## config.mk

```make
export PLATFORM = sky130hd
export DESIGN_NAME = rx_ring_writer
export DESIGN_NICKNAME = d
export VERILOG_FILES = /design/src/rtl/rxr_pkg.sv /design/src/rtl/rxr_ring_space.sv /design/src/rtl/rxr_dest_filter.sv /design/src/rtl/rx_ring_writer.sv
export SDC_FILE = /design/constraint.sdc
export NUM_CORES = 1
export LEC_CHECK = 0
export BUFFER_PORTS_ARGS = -buffer_cell sky130_fd_sc_hd__buf_2
export CAP_MARGIN = 5
export CORE_ASPECT_RATIO = 0.9
export CORE_MARGIN = 8
export CORE_UTILIZATION = 56
export CTS_CLUSTER_SIZE = 25
export DETAILED_ROUTE_END_ITERATION = 7
export PLACE_DENSITY = 0.86
export SKIP_LAST_GASP = 1
export SLEW_MARGIN = 20
export SYNTH_ARGS = -nofsm -noshare
export SYNTH_HDL_FRONTEND = slang
export SYNTH_SLANG_ARGS = --single-unit
```

## constraint.sdc

```tcl
create_clock -name clk -period 6.5 [get_ports clk]
set_clock_uncertainty 0.2 [all_clocks]
set_input_delay 0 -clock clk [delete_from_list [all_inputs] [get_ports clk]]
set_output_delay 0 -clock clk [all_outputs]
set_load 0.02 [all_outputs]
```

## src/rtl/rxr_pkg.sv

```systemverilog
package rxr_pkg;

  typedef enum logic [2:0] {
    ST_IDLE,
    ST_DATA,
    ST_DROP,
    ST_PAD,
    ST_HDR
  } rxr_state_e;

  localparam int HDR_BYTES   = 4;
  localparam int CRC_BYTES   = 4;
  localparam int ADDR_BYTES  = 6;
  localparam int PAGE_BYTES  = 256;
  localparam int CFG_BCAST   = 2;
  localparam int CFG_GROUP   = 3;
  localparam int CFG_PROMISC = 4;
  localparam logic [7:0] STAT_OK    = 8'h01;
  localparam logic [7:0] STAT_GROUP = 8'h20;

  // bytes the writer may still fill before reaching the reader's boundary
  function automatic int ring_free_bytes(int cur, int bnd, int first, int last);
    if (cur < bnd) return (bnd - cur) * PAGE_BYTES;
    return ((last - first) - (cur - bnd)) * PAGE_BYTES;
  endfunction

  // page that follows a stored frame of 'size' bytes (header excluded)
  function automatic int next_page(int cur, int first, int last, int size);
    int total;
    int nxt;
    total = size + HDR_BYTES;
    nxt   = cur + ((total + CRC_BYTES + PAGE_BYTES - 1) / PAGE_BYTES);
    if (nxt >= last) nxt = nxt - (last - first);
    return nxt;
  endfunction

endpackage

```

## src/rtl/rxr_ring_space.sv

```systemverilog
module rxr_ring_space
  import rxr_pkg::*;
#(
  parameter int PAGE_W    = 8,
  parameter int SPACE_MIN = 1518
) (
  input  logic [PAGE_W-1:0] cur,
  input  logic [PAGE_W-1:0] bnd,
  input  logic [PAGE_W-1:0] first_pg,
  input  logic [PAGE_W-1:0] last_pg,
  output logic              room_ok
);
  int free_b;

  always_comb begin
    free_b  = ring_free_bytes(int'(cur), int'(bnd), int'(first_pg), int'(last_pg));
    room_ok = (free_b >= SPACE_MIN);
  end
endmodule

```

## src/rtl/rxr_dest_filter.sv

```systemverilog
module rxr_dest_filter
  import rxr_pkg::*;
#(
  parameter int HASH_W = 6,
  localparam int MASK_W = 1 << HASH_W
) (
  input  logic              clk,
  input  logic              rst_n,
  input  logic              first,
  input  logic              step,
  input  logic [7:0]        data,
  input  logic [47:0]       station,
  input  logic [7:0]        cfg,
  input  logic [MASK_W-1:0] mfilt,
  input  logic [HASH_W-1:0] hash,
  output logic              accept,
  output logic              group
);
  logic              uc_q, bc_q, grp_q;
  logic [2:0]        nb_q;
  logic [HASH_W-1:0] hash_q;
  logic              uc_n, bc_n, grp_n, in_dst;
  logic [2:0]        nb_n, idx, sel;
  logic [HASH_W-1:0] hash_n;
  logic [7:0]        sta_byte;

  always_comb begin
    idx      = first ? 3'd0 : nb_q;
    in_dst   = idx < 3'(ADDR_BYTES);
    sel      = in_dst ? idx : 3'd0;
    sta_byte = station[sel*8 +: 8];
    uc_n     = (first | uc_q) & (!in_dst | (data == sta_byte));
    bc_n     = (first | bc_q) & (!in_dst | (data == 8'hFF));
    grp_n    = first ? data[0] : grp_q;
    nb_n     = first ? 3'd1 : (in_dst ? nb_q + 3'd1 : nb_q);
    hash_n   = first ? hash : hash_q;
    group    = grp_n;
    accept   = (nb_n == 3'(ADDR_BYTES)) &
               (cfg[CFG_PROMISC] |
                (bc_n  ? cfg[CFG_BCAST] :
                 grp_n ? (cfg[CFG_GROUP] & mfilt[hash_n]) : uc_n));
  end

  always_ff @(posedge clk) begin
    if (!rst_n) begin
      uc_q   <= 1'b0;
      bc_q   <= 1'b0;
      grp_q  <= 1'b0;
      nb_q   <= 3'd0;
      hash_q <= '0;
    end else if (step) begin
      uc_q   <= uc_n;
      bc_q   <= bc_n;
      grp_q  <= grp_n;
      nb_q   <= nb_n;
      hash_q <= hash_n;
    end
  end
endmodule

```

## src/rtl/rx_ring_writer.sv

```systemverilog
module rx_ring_writer
  import rxr_pkg::*;
#(
  parameter int PAGE_W    = 8,
  parameter int HASH_W    = 6,
  parameter int LEN_W     = 16,
  parameter int MIN_FRAME = 60,
  parameter int MAX_FRAME = 1514,
  localparam int ADDR_W   = PAGE_W + 8,
  localparam int MASK_W   = 1 << HASH_W
) (
  input  logic              clk,
  input  logic              rst_n,
  input  logic              stop_cmd,
  input  logic [7:0]        rx_cfg,
  input  logic [PAGE_W-1:0] ring_start_pg,
  input  logic [PAGE_W-1:0] ring_stop_pg,
  input  logic [PAGE_W-1:0] bnd_pg,
  input  logic [47:0]       station_addr,
  input  logic [MASK_W-1:0] mcast_filter,
  input  logic              cur_pg_load,
  input  logic [PAGE_W-1:0] cur_pg_in,
  input  logic              s_valid,
  input  logic              s_sof,
  input  logic              s_eof,
  input  logic [7:0]        s_data,
  input  logic [HASH_W-1:0] s_hash,
  output logic              mem_we,
  output logic [ADDR_W-1:0] mem_addr,
  output logic [7:0]        mem_wdata,
  output logic [PAGE_W-1:0] cur_pg,
  output logic [7:0]        rx_status,
  output logic              rx_done,
  output logic              rx_busy
);
  localparam int SPACE_MIN = MAX_FRAME + HDR_BYTES;

  rxr_state_e        state;
  logic [ADDR_W-1:0] waddr, wr_addr, wr_next, ring_base, ring_end;
  logic [LEN_W-1:0]  cnt, fin_cnt, stored_len;
  logic [PAGE_W-1:0] frame_pg, cur_q, nxt_pg;
  logic [7:0]        stat_q, status_q;
  logic [1:0]        hi;
  logic              we_q, done_q;
  logic [ADDR_W-1:0] addr_q;
  logic [7:0]        wdata_q;

  // named internal events
  logic room_ok, admit, first_byte, data_byte, filt_step, filt_accept, filt_group;

  assign ring_base  = {ring_start_pg, 8'h00};
  assign ring_end   = {ring_stop_pg, 8'h00};
  assign admit      = room_ok & !stop_cmd;
  assign first_byte = (state == ST_IDLE) & s_valid & s_sof & admit;
  assign data_byte  = (state == ST_DATA) & s_valid;
  assign filt_step  = first_byte | data_byte;
  assign wr_addr    = (state == ST_IDLE) ? {cur_q, 8'(HDR_BYTES)} : waddr;
  assign wr_next    = (wr_addr + 1'b1 == ring_end) ? ring_base : wr_addr + 1'b1;
  assign fin_cnt    = first_byte ? LEN_W'(1) : cnt + 1'b1;
  assign stored_len = cnt + LEN_W'(HDR_BYTES);
  assign nxt_pg     = PAGE_W'(next_page(int'(frame_pg), int'(ring_start_pg),
                                        int'(ring_stop_pg), int'(cnt)));

  rxr_ring_space #(.PAGE_W(PAGE_W), .SPACE_MIN(SPACE_MIN)) u_space (
    .cur      (cur_q),
    .bnd      (bnd_pg),
    .first_pg (ring_start_pg),
    .last_pg  (ring_stop_pg),
    .room_ok  (room_ok)
  );

  rxr_dest_filter #(.HASH_W(HASH_W)) u_filt (
    .clk     (clk),
    .rst_n   (rst_n),
    .first   (first_byte),
    .step    (filt_step),
    .data    (s_data),
    .station (station_addr),
    .cfg     (rx_cfg),
    .mfilt   (mcast_filter),
    .hash    (s_hash),
    .accept  (filt_accept),
    .group   (filt_group)
  );

  always_ff @(posedge clk) begin
    if (!rst_n) begin
      state    <= ST_IDLE;
      waddr    <= '0;
      cnt      <= '0;
      frame_pg <= '0;
      cur_q    <= '0;
      stat_q   <= '0;
      status_q <= '0;
      hi       <= '0;
      we_q     <= 1'b0;
      done_q   <= 1'b0;
      addr_q   <= '0;
      wdata_q  <= '0;
    end else begin
      we_q   <= 1'b0;
      done_q <= 1'b0;
      if (cur_pg_load) cur_q <= cur_pg_in;
      case (state)
        ST_IDLE, ST_DATA: begin
          if (state == ST_IDLE && s_valid && s_sof && !admit) begin
            state <= s_eof ? ST_IDLE : ST_DROP;
          end else if (filt_step) begin
            if (first_byte) frame_pg <= cur_q;
            we_q    <= 1'b1;
            addr_q  <= wr_addr;
            wdata_q <= s_data;
            waddr   <= wr_next;
            cnt     <= fin_cnt;
            if (s_eof) begin
              hi <= '0;
              if (filt_accept) begin
                stat_q <= STAT_OK | (filt_group ? STAT_GROUP : 8'h00);
                state  <= (fin_cnt < LEN_W'(MIN_FRAME)) ? ST_PAD : ST_HDR;
              end else begin
                state <= ST_IDLE;
              end
            end else begin
              state <= ST_DATA;
            end
          end
        end
        ST_DROP: if (s_valid && s_eof) state <= ST_IDLE;
        ST_PAD: begin
          we_q    <= 1'b1;
          addr_q  <= waddr;
          wdata_q <= 8'h00;
          waddr   <= wr_next;
          cnt     <= cnt + 1'b1;
          if (cnt + 1'b1 == LEN_W'(MIN_FRAME)) state <= ST_HDR;
        end
        ST_HDR: begin
          we_q   <= 1'b1;
          addr_q <= {frame_pg, 6'b0, hi};
          case (hi)
            2'd0:    wdata_q <= stat_q;
            2'd1:    wdata_q <= 8'(nxt_pg);
            2'd2:    wdata_q <= stored_len[7:0];
            default: wdata_q <= stored_len[15:8];
          endcase
          if (hi == 2'd3) begin
            cur_q    <= nxt_pg;
            status_q <= stat_q;
            done_q   <= 1'b1;
            state    <= ST_IDLE;
          end else begin
            hi <= hi + 2'd1;
          end
        end
        default: state <= ST_IDLE;
      endcase
    end
  end

  assign mem_we    = we_q;
  assign mem_addr  = addr_q;
  assign mem_wdata = wdata_q;
  assign cur_pg    = cur_q;
  assign rx_status = status_q;
  assign rx_done   = done_q;
  assign rx_busy   = (state != ST_IDLE);
endmodule

```

=== After elaboration in Yosys (flattened, before gate mapping) ===
Cells that the tools add are included.

* Bits in registers: 107
* Input bits: 173
* Word-level logic and storage cells: 154

* $add $sub $neg: 16
* Magnitude comparators: 6
* Equality and inequality tests: 20
* Shift-type cells: 1
* Mux-type cells: 53
* Bitwise operators: 17
* Reductions and logical operators: 24

{| class="wikitable"
|+ Operator list
! operator !! count
|-
| $mux 16 || 9
|-
| $mux 32 || 2
|-
| $pmux 16 s2 || 2
|-
| $mux 8 || 6
|-
| $pmux 16 s3 || 1
|-
| $pmux 8 s3 || 2
|-
| $shiftx 48x7->8 || 1
|-
| $mux 3 || 12
|-
| $add 16x1->16 const B || 2
|-
| $add 32x1->32 || 1
|-
| $add 9x32->32 || 1
|-
| $ge 32x12->1 const B || 1
|-
| $ge 32x9->1 || 1
|-
| $sub 8x8->9 || 3
|-
| $sub 19x1->20 const B || 1
|-
| $add 18x9->19 const B || 1
|-
| $add 17x3->18 const B || 1
|-
| $add 16x3->17 const B || 1
|-
| $add 16x3->16 const B || 1
|-
| $eq 16x16->1 || 1
|-
| $eq 16x6->1 const B || 1
|-
| $lt 16x6->1 const B || 1
|-
| $ne 2x2->1 const B || 7
|-
| $mux 6 || 2
|-
| other kinds (36) || 76
|}

=== Longest topological paths before layout ===
Gate-level depths: netlist of the first run.

* Depth in word-level cells: 22
* Gate-level depth with buffers: 29
* Mapped depth without buffers: 27

=== By module ===
From an unflattened synthesis of the first run, not the netlist that was laid out.

* Cells, all modules: 1247
* Area total of the unflattened synthesis: 9705.6 µm²

{| class="wikitable"
|+ By module, submodules not included
! module !! instances !! cells each !! area each (µm²)
|-
| rx_ring_writer || 1 || 851 || 6442.4
|-
| rxr_dest_filter || 1 || 207 || 1858.0
|-
| rxr_ring_space || 1 || 189 || 1405.1
|}

=== Worst setup path after synthesis of the first run ===
Ideal clock, no wire load.

* Path kind: reg2reg
* Start: register cur_q[0], in the netlist cur_pg[0]
* End: register stat_q[5]
* Arrival time: 5.538 ns
* Path slack: 0.638 ns
* Cell stages (with the launch flop): 27
* Buffers on the path: 1
* Period minus slack after synthesis: 5.862 ns
* Cell sequence: dfxtp_1 > inv_1 > ha_1 > inv_1 > fa_1 > a211oi_1 > or3b_4 > nand2b_1 > a21oi_1 > nor2b_1 > o21ai_0 > nand2b_1 > ha_1 > and3_1 > a311o_1 > o31ai_1 > o31ai_2 > a211oi_4 > mux2_4 > buf_6 > mux2i_1 > a221oi_1 > a22oi_1 > a41oi_2 > nor4_2 > nor3_1 > mux2_1

* Longest elaborated chain between the ends: 18

{| class="wikitable"
|+ RTL lines
! element !! line !! source
|-
| from (decl) || rx_ring_writer.sv:41 || <nowiki>logic [PAGE_W-1:0] frame_pg, cur_q, nxt_pg;</nowiki>
|-
| from (signal assigned) || rx_ring_writer.sv:103 || <nowiki>if (cur_pg_load) cur_q <= cur_pg_in;</nowiki>
|-
| from (signal assigned) || rx_ring_writer.sv:147 || <nowiki>cur_q <= nxt_pg;</nowiki>
|-
| $sub 8x8->9 (tied with other cells) || rxr_pkg.sv:24 || <nowiki>return ((last - first) - (cur - bnd)) * PAGE_BYTES;</nowiki>
|-
| $sub 9x9->10 (tied with other cells) || rxr_pkg.sv:24 ||
|-
| $mux 32 * || rxr_pkg.sv:24 ||
|-
| $ge 32x12->1 * || rxr_ring_space.sv:17 || <nowiki>room_ok = (free_b >= SPACE_MIN);</nowiki>
|-
| $and 1x1->1 * || rx_ring_writer.sv:53 || <nowiki>assign admit = room_ok & !stop_cmd;</nowiki>
|-
| $and 1x1->1 || rx_ring_writer.sv:54 || <nowiki>assign first_byte = (state == ST_IDLE) & s_valid & s_sof & admit;</nowiki>
|-
| $mux 3 || rxr_dest_filter.sv:28 || <nowiki>idx = first ? 3'd0 : nb_q;</nowiki>
|-
| $lt 3x3->1 || rxr_dest_filter.sv:29 || <nowiki>in_dst = idx < 3'(ADDR_BYTES);</nowiki>
|-
| [... 2 more ...] || - ||
|-
| $eq 8x8->1 || rxr_dest_filter.sv:32 || <nowiki>uc_n = (first | uc_q) & (!in_dst | (data == sta_byte));</nowiki>
|-
| $or 1x1->1 || rxr_dest_filter.sv:32 ||
|-
| $and 1x1->1 || rxr_dest_filter.sv:32 ||
|-
| $mux 1 || rxr_dest_filter.sv:41 || <nowiki>grp_n ? (cfg[CFG_GROUP] & mfilt[hash_n]) : uc_n));</nowiki>
|-
| $mux 1 || rxr_dest_filter.sv:40 || <nowiki>(bc_n ? cfg[CFG_BCAST] :</nowiki>
|-
| $or 1x1->1 || rxr_dest_filter.sv:39 || <nowiki>(cfg[CFG_PROMISC] |</nowiki>
|-
| $and 1x1->1 || rxr_dest_filter.sv:38 || <nowiki>accept = (nb_n == 3'(ADDR_BYTES)) &</nowiki>
|-
| $reduce_and 5->1 (no source line) || - ||
|-
| to (signal assigned) || rx_ring_writer.sv:118 || <nowiki>stat_q <= STAT_OK | (filt_group ? STAT_GROUP : 8'h00);</nowiki>
|-
| to (decl) || rx_ring_writer.sv:42 || <nowiki>logic [7:0] stat_q, status_q;</nowiki>
|}

Every way passes the cells marked *; elsewhere a longest branch is shown, timed or not. The select of a mux whose other input is x is not followed.
A chain may end at the register's enable or synchronous reset.

=== Worst setup path after layout of the first run ===
* Start: register cur_q[2], in the netlist cur_pg[2]
* End: register stat_q[5]

Same word-level chain as after synthesis.

==> out/results.ini, run 1 <==
[run_status]
status=finished, final reports clean

[die]
core_area_um2=16020
die_area_um2=20650
rows=44
io-pin-count=216
start_util=0.5697
die_h_um=137.1
dieWidth_um=150.6

[detailed_routing]
drtIter0Drc=980
wl_um=31170
num_vias=10145
wl_met3_um=3447
viasPerCell=6.089
routedLengthMet1_um=12240
drcViolationCount=0
avgRoutedWirePerCell_um=18.71
drtAntennaViolNets=0
dr_wl_met2_um=14080
top_layer=met4
first_pass_iters=7

[run]
cap_violations=0

[placed_design]
gp_congestion=0.9705
detailed_place_hpwl_um=23510
port_buffers=204
post_dp_cell_area_um2=10230

[power_and_ir_drop]
pwr-share-seq=0.337
combPwrFrac=0.369
ir_drop_mv=0.1459
clock_power_share=0.294
p_leak_nw=4.742
p_sw_frac=0.3679
power.switching_w=0.0006847
p_per_area_nw_per_um2=167.5
p_int_w=0.001176

[timing]
period_share=0.9641
setup_viol=0
post-route-min-period_ps=6267
max_slew_margin=0.3362
finalHoldViolCount=0
worst_pin_slew_ps=988.0
final_max_slew_viol_count=0
fin_hold_ws_ps=31.65
fmax_mhz=159.6
setup_tns_ps=0

[cells_and_area]
final_common_cell=buf_2
fill_cells=1296
final_layout_size_suffix_gt1_frac=0.1963
final_cell_mix=buf_2 (204), nor2_1 (137), nand2_1 (131)
nets=1693
area_delta_synth_final_pct=21.74
final_cell_area_um2=11110

[synthesis]
synth_edf_count=0
avgSynthCellArea_um2=7.320
async_flop_share=0
synth_area_leaders=dfxtp_1 (21%), ha_1 (8.5%), mux2i_1 (6.0%)
ys_seq_elements=95
synth_top_area_share=0.2084
syn_area_um2=9128
syn-instance-count=1247
ys_types=77
synthFlopType=dfxtp_1
yosys.area.top_type=dfxtp_1
yosysSeqAreaShare=0.2084
yosys_warnings=0

[clock_tree]
clockBufferDepth=2
insertion_delay_ps=350
clkTransAtPathRegs_ps=80
clockRootBuffer=clkbuf_16
numCtsBuffers=9
cts_tree=built
htreeDepth=3
cts_sinks=95

[setup_path]
cp.arrival_ps=6310
rrSetupSlack_ps=230
end_kind=register
start_kind=register
regToRegStartpoint=cur_pg[2]
crit_fanout=13
crit_type=reg2reg
rr_worst_depth=24
regToRegEndpoint=stat_q[5]
required_ps=6540

[hold_path]
hold_path_end=cur_pg[0]
hp-start=cur_pg_load
min_path_cells=3
hp-class=in2reg

[grt]
grt_pass1_wl_um=47750
grt-ovfl-total=0
grt_pass1_vias=9435
antenna_found_initial=0
track_usage=0.2871
grt_max_degree=72

[cell type report]
type                            instances  area (µm²)  share of cell area
Clock buffer                            9       225.2             0.02027
Multi-Input combinational cell        990        6663              0.5996
Tap cell                              207       259.0             0.02331
Inverter                               87       326.6             0.02939
Antenna cell                            2       5.005           0.0004504
Sequential cell                        95        1902              0.1712
Clock inverter                          7       83.83            0.007544
Timing Repair Buffer                  269        1648              0.1483
[how the worst max path moves through the flow]
| stage | start | end | slack, ps |
|---|---|---|---|
| 2_1_floorplan | cur_pg[0] | stat_q[5] | 640 |
| 3_3_place_gp | cur_pg[0] | stat_q[5] | 260 |
| 3_5_place_dp | cur_pg[0] | stat_q[5] | 90 |
| 4_1_cts | cur_pg[0] | stat_q[5] | 90 |
| 5_1_grt | cur_pg[2] | state[2] | -50 |
| 6_report | cur_pg[2] | stat_q[5] | 230 |
[timing repair]
action                                  4_1_cts  5_1_grt
endpoints found under the hold margin        40        0
hold buffers                                 42        0
endpoints found under the setup margin        0        5
setup buffers                                 0        5
resized for setup                             0       17
[sequential cells by signal, summed over array words and instances, names as in the netlist]
name           count
stat_q             2
hi                 2
mem_we             1
u_filt.bc_q        1
mem_addr          16
rx_status          2
cur_pg             8
state              3
waddr             16
cnt               16
u_filt.hash_q      6
rx_done            1
frame_pg           8
u_filt.grp_q       1
u_filt.uc_q        1
u_filt.nb_q        3
mem_wdata          8
[power groups by stage]
stage / Clock [W] / Sequential (W) / Combinational [W]
finish: 0.000548 / 0.000626 / 0.000687
global route: 0.000578 / 0.000629 / 0.000744
CTS: 0.000552 / 0.000625 / 0.000649
detailed placement: 0 / 0.000638 / 0.000625
global placement: 0 / 0.000638 / 0.000611
floorplan: 0 / 0.000647 / 0.000423
[through the flow]
stage                     instances    util  total power [W]  setup WS, ps
final                          1666  0.6936         0.001861         233.0
after global routing           1664  0.6933         0.001951        -54.31
after CTS                      1657  0.6840         0.001826         85.28
after detailed placement       1599  0.6385         0.001263         88.90
after global placement         1599  0.6385         0.001249         258.3
after floorplan                1252       -         0.001070         638.2
[critical path, stage by stage (launching register included)]
cell	delay, ps
dfxtp_1	470
ha_1	400
o21a_1	220
o31a_1	140
o221ai_2	310
nand2b_1	150
a21oi_1	190
xor2_1	180
ha_2	350
a21oi_2	200
inv_1	70
a2111oi_0	460
o31ai_1	150
o31ai_2	240
buf_4	170
a211oi_4	60
buf_4	160
mux2_4	400
mux2i_1	150
a221oi_1	330
o21ai_1	150
a31oi_2	280
nor4_4	90
nor3_2	270
mux2_1	340
[routing by layer]
| metal | GRT usage | vias to the layer above |
|---|---|---|
| met5 | 0 | - |
| met4 | 0.1285 | 0 |
| met3 | 0.06215 | 106 |
| met2 | 0.4552 | 579 |
| met1 | 0.3678 | 4639 |
| li1 | - | 4821 |
[synth_stat cells (10+ instances only)]
master and count:
a211oi_1 21, a21o_1 12, a21oi_1 104, a221oi_1 22, and3_1 13, clkbuf_1 58
dfxtp_1 95, ha_1 62, inv_1 86, mux2i_1 55, nand2_1 131, nand2b_1 14
nand3_1 43, nor2_1 137, nor2b_1 10, nor3_1 23, o211ai_1 25, o21ai_0 58
o22ai_1 11, o31a_1 13, xnor2_1 58, xor2_1 34
[logic make-up after synthesis]
logic type,after synthesis,synth area share
AO/OA/AOI/OAI,337,0.2447
XOR/XNOR,92,0.08828
adder cells (fa/ha/maj),72,0.1025
buffers and inverters,168,0.07402
flip-flops,95,0.2084
multiplexers,67,0.07676
other,1,0.0004108
AND/OR/NAND/NOR,415,0.2049
Note: power is estimated with default switching activity, not from simulation.
==> inputs of run 2 (changes only) <==
==> constraint.sdc (replaced) <==
create_clock -name clk -period 6.5 [get_ports clk]
set_clock_uncertainty 0.2 [all_clocks]
set_input_delay 0.65 -clock clk [delete_from_list [all_inputs] [get_ports clk]]
set_output_delay 0.65 -clock clk [all_outputs]
set_load 0.02 [all_outputs]
==> out/results.ini, run 2 (synthesis gave the netlist of run 1 again) <==
[run_status]
status=finished, final reports clean

[power_and_ir_drop]
combPwrFrac=0.370
ir_drop_mv=0.1422
clock_power_share=0.291
p_leak_nw=4.673
p_sw_frac=0.3667
pwr-share-seq=0.339
fin_total_pwr_w=0.001848
p_per_area_nw_per_um2=170.0
p_int_w=0.001170
power.switching_w=0.0006776

[grt]
grt_use_met3=0.05917
antenna_found_initial=0
grt_pass1_wl_um=45640
grt_pass1_vias=8984
gr-usage-met1=0.3596
grt_use_met2=0.4415
track_usage=0.2744
grt.busiest_layer=met2
grt_max_degree=72
grt-ovfl-total=0

[setup_path]
critPathTopFamily=compound AO/OA/AOI/OAI gates
regToRegStartpoint=cur_pg[0]
cp.depth=29
start_kind=register
rrSetupSlack_ps=160
crit_type=reg2reg
cp.arrival_ps=6410
path_buf_inv=5
required_ps=6570
crit_fanout=8
cpMaxStageDelayCell=fa_1
cp-startpoint=cur_pg[0]
slowest_delay_ps=430
rr_worst_depth=29
regToRegEndpoint=state[0]
end_kind=register

[detailed_routing]
viasPerCell=6.022
first_pass_iters=5
avgRoutedWirePerCell_um=18.19
wl_um=29970
num_vias=9924
drtAntennaViolNets=0
drcViolationCount=0
drtIter0Drc=945

[cells_and_area]
layout.cells.non_filler=1648
fill_cells=1369
final_layout_size_suffix_gt1_frac=0.2188
nets=1676
area_delta_synth_final_pct=19.11
final_cell_mix=buf_2 (204), nor2_1 (137), nand2_1 (131)
fin_util=0.6786
final_common_cell=buf_2

[placed_design]
dp.cells=1626
gp_congestion=1.031
port_buffers=204
detailed_place_hpwl_um=23470

[clock_tree]
htreeDepth=3
clkTransAtPathRegs_ps=80
numCtsBuffers=9
insertion_delay_ps=360
cts-hold-fix-buffers=0
clockBufferDepth=2
cts_tree=built
clockRootBuffer=clkbuf_16
cts_sinks=95

[timing]
finalHoldViolCount=0
worst_pin_slew_ps=899.9
fmax_mhz=157.7
post-route-min-period_ps=6341
setup_tns_ps=0
final_max_slew_viol_count=0
setup_viol=0
period_share=0.9756
fin_hold_ws_ps=252.7
max_slew_margin=0.3955

[die]
core_area_um2=16020
die_h_um=137.1
rows=44
die_area_um2=20650
io-pin-count=216
start_util=0.5697
dieWidth_um=150.6

[hold_path]
min_path_cells=2
hp-class=reg2reg
hold_path_end=mem_addr[5]
hp-start=mem_addr[5]

[run]
cap_violations=0

run 2: cell count changes in the layout (fill, tap and decap cells not counted), moves of 2 or more:
cell / before / now
dlygate4sd3_1: 42 / 0
buf_4: 20 / 44
a221oi_1: 18 / 15
a221oi_2: 4 / 7
inv_6: 1 / 3
nor4_2: 0 / 2
run 2: timing repair:
item / CTS / global route
buffers inserted: 0 / 3
pin swaps: 1 / 4
gates resized for setup: 0 / 20
gates cloned: 0 / 2
hold endpoints to repair: 0 / 0
setup endpoints to repair: 1 / 5
run 2: metrics by stage:
stage	area (µm²)	worst slack, ps
6_report	10870	158.8
5_1_grt	10870	-81.97
4_1_cts	10730	14.19
3_5_place_dp	10430	-220.1
3_3_place_gp	10430	-28.44
2_1_floorplan	9146	417.6
run 2: layout make-up:
cell class	count	area, µm²	share of cell area
multi-input combinational	991	6690	0.6154
sequential	95	1902	0.1749
timing repair buffer	251	1394	0.1282
inverter	87	326.6	0.03004
tap	207	259.0	0.02382
clock buffer	9	225.2	0.02072
clock inverter	7	72.57	0.006675
antenna	1	2.502	0.0002302
run 2: layer usage:
layer,part of all wire,routed length [µm]
met5,0,0
met4,0.027,824
met3,0.10,3125
met2,0.46,13810
met1,0.41,12220
run 2: worst min-delay path, delay by kind of cell, from the launching register on:
kind            cells  cell delay [ps]
simple gates        1               50
compound gates      1               50
flops               1              310
run 2: power by group through the flow:
stage          clock, W  combinational (W)  sequential [W]
2_1_floorplan         0           0.000423        0.000647
3_5_place_dp          0           0.000651        0.000638
3_3_place_gp          0           0.000636        0.000637
5_1_grt        0.000571           0.000744        0.000629
6_report       0.000538           0.000684        0.000626
4_1_cts        0.000546           0.000655        0.000625
run 2: worst max-delay path by stage:
| stage | end | slack, ps |
|---|---|---|
| after detailed placement | state[0] | -220 |
| after global routing | state[0] | -80 |
| final | state[0] | 160 |
| after CTS | state[0] | 10 |
| after floorplan | stat_q[5] | 420 |
| after global placement | state[0] | -30 |
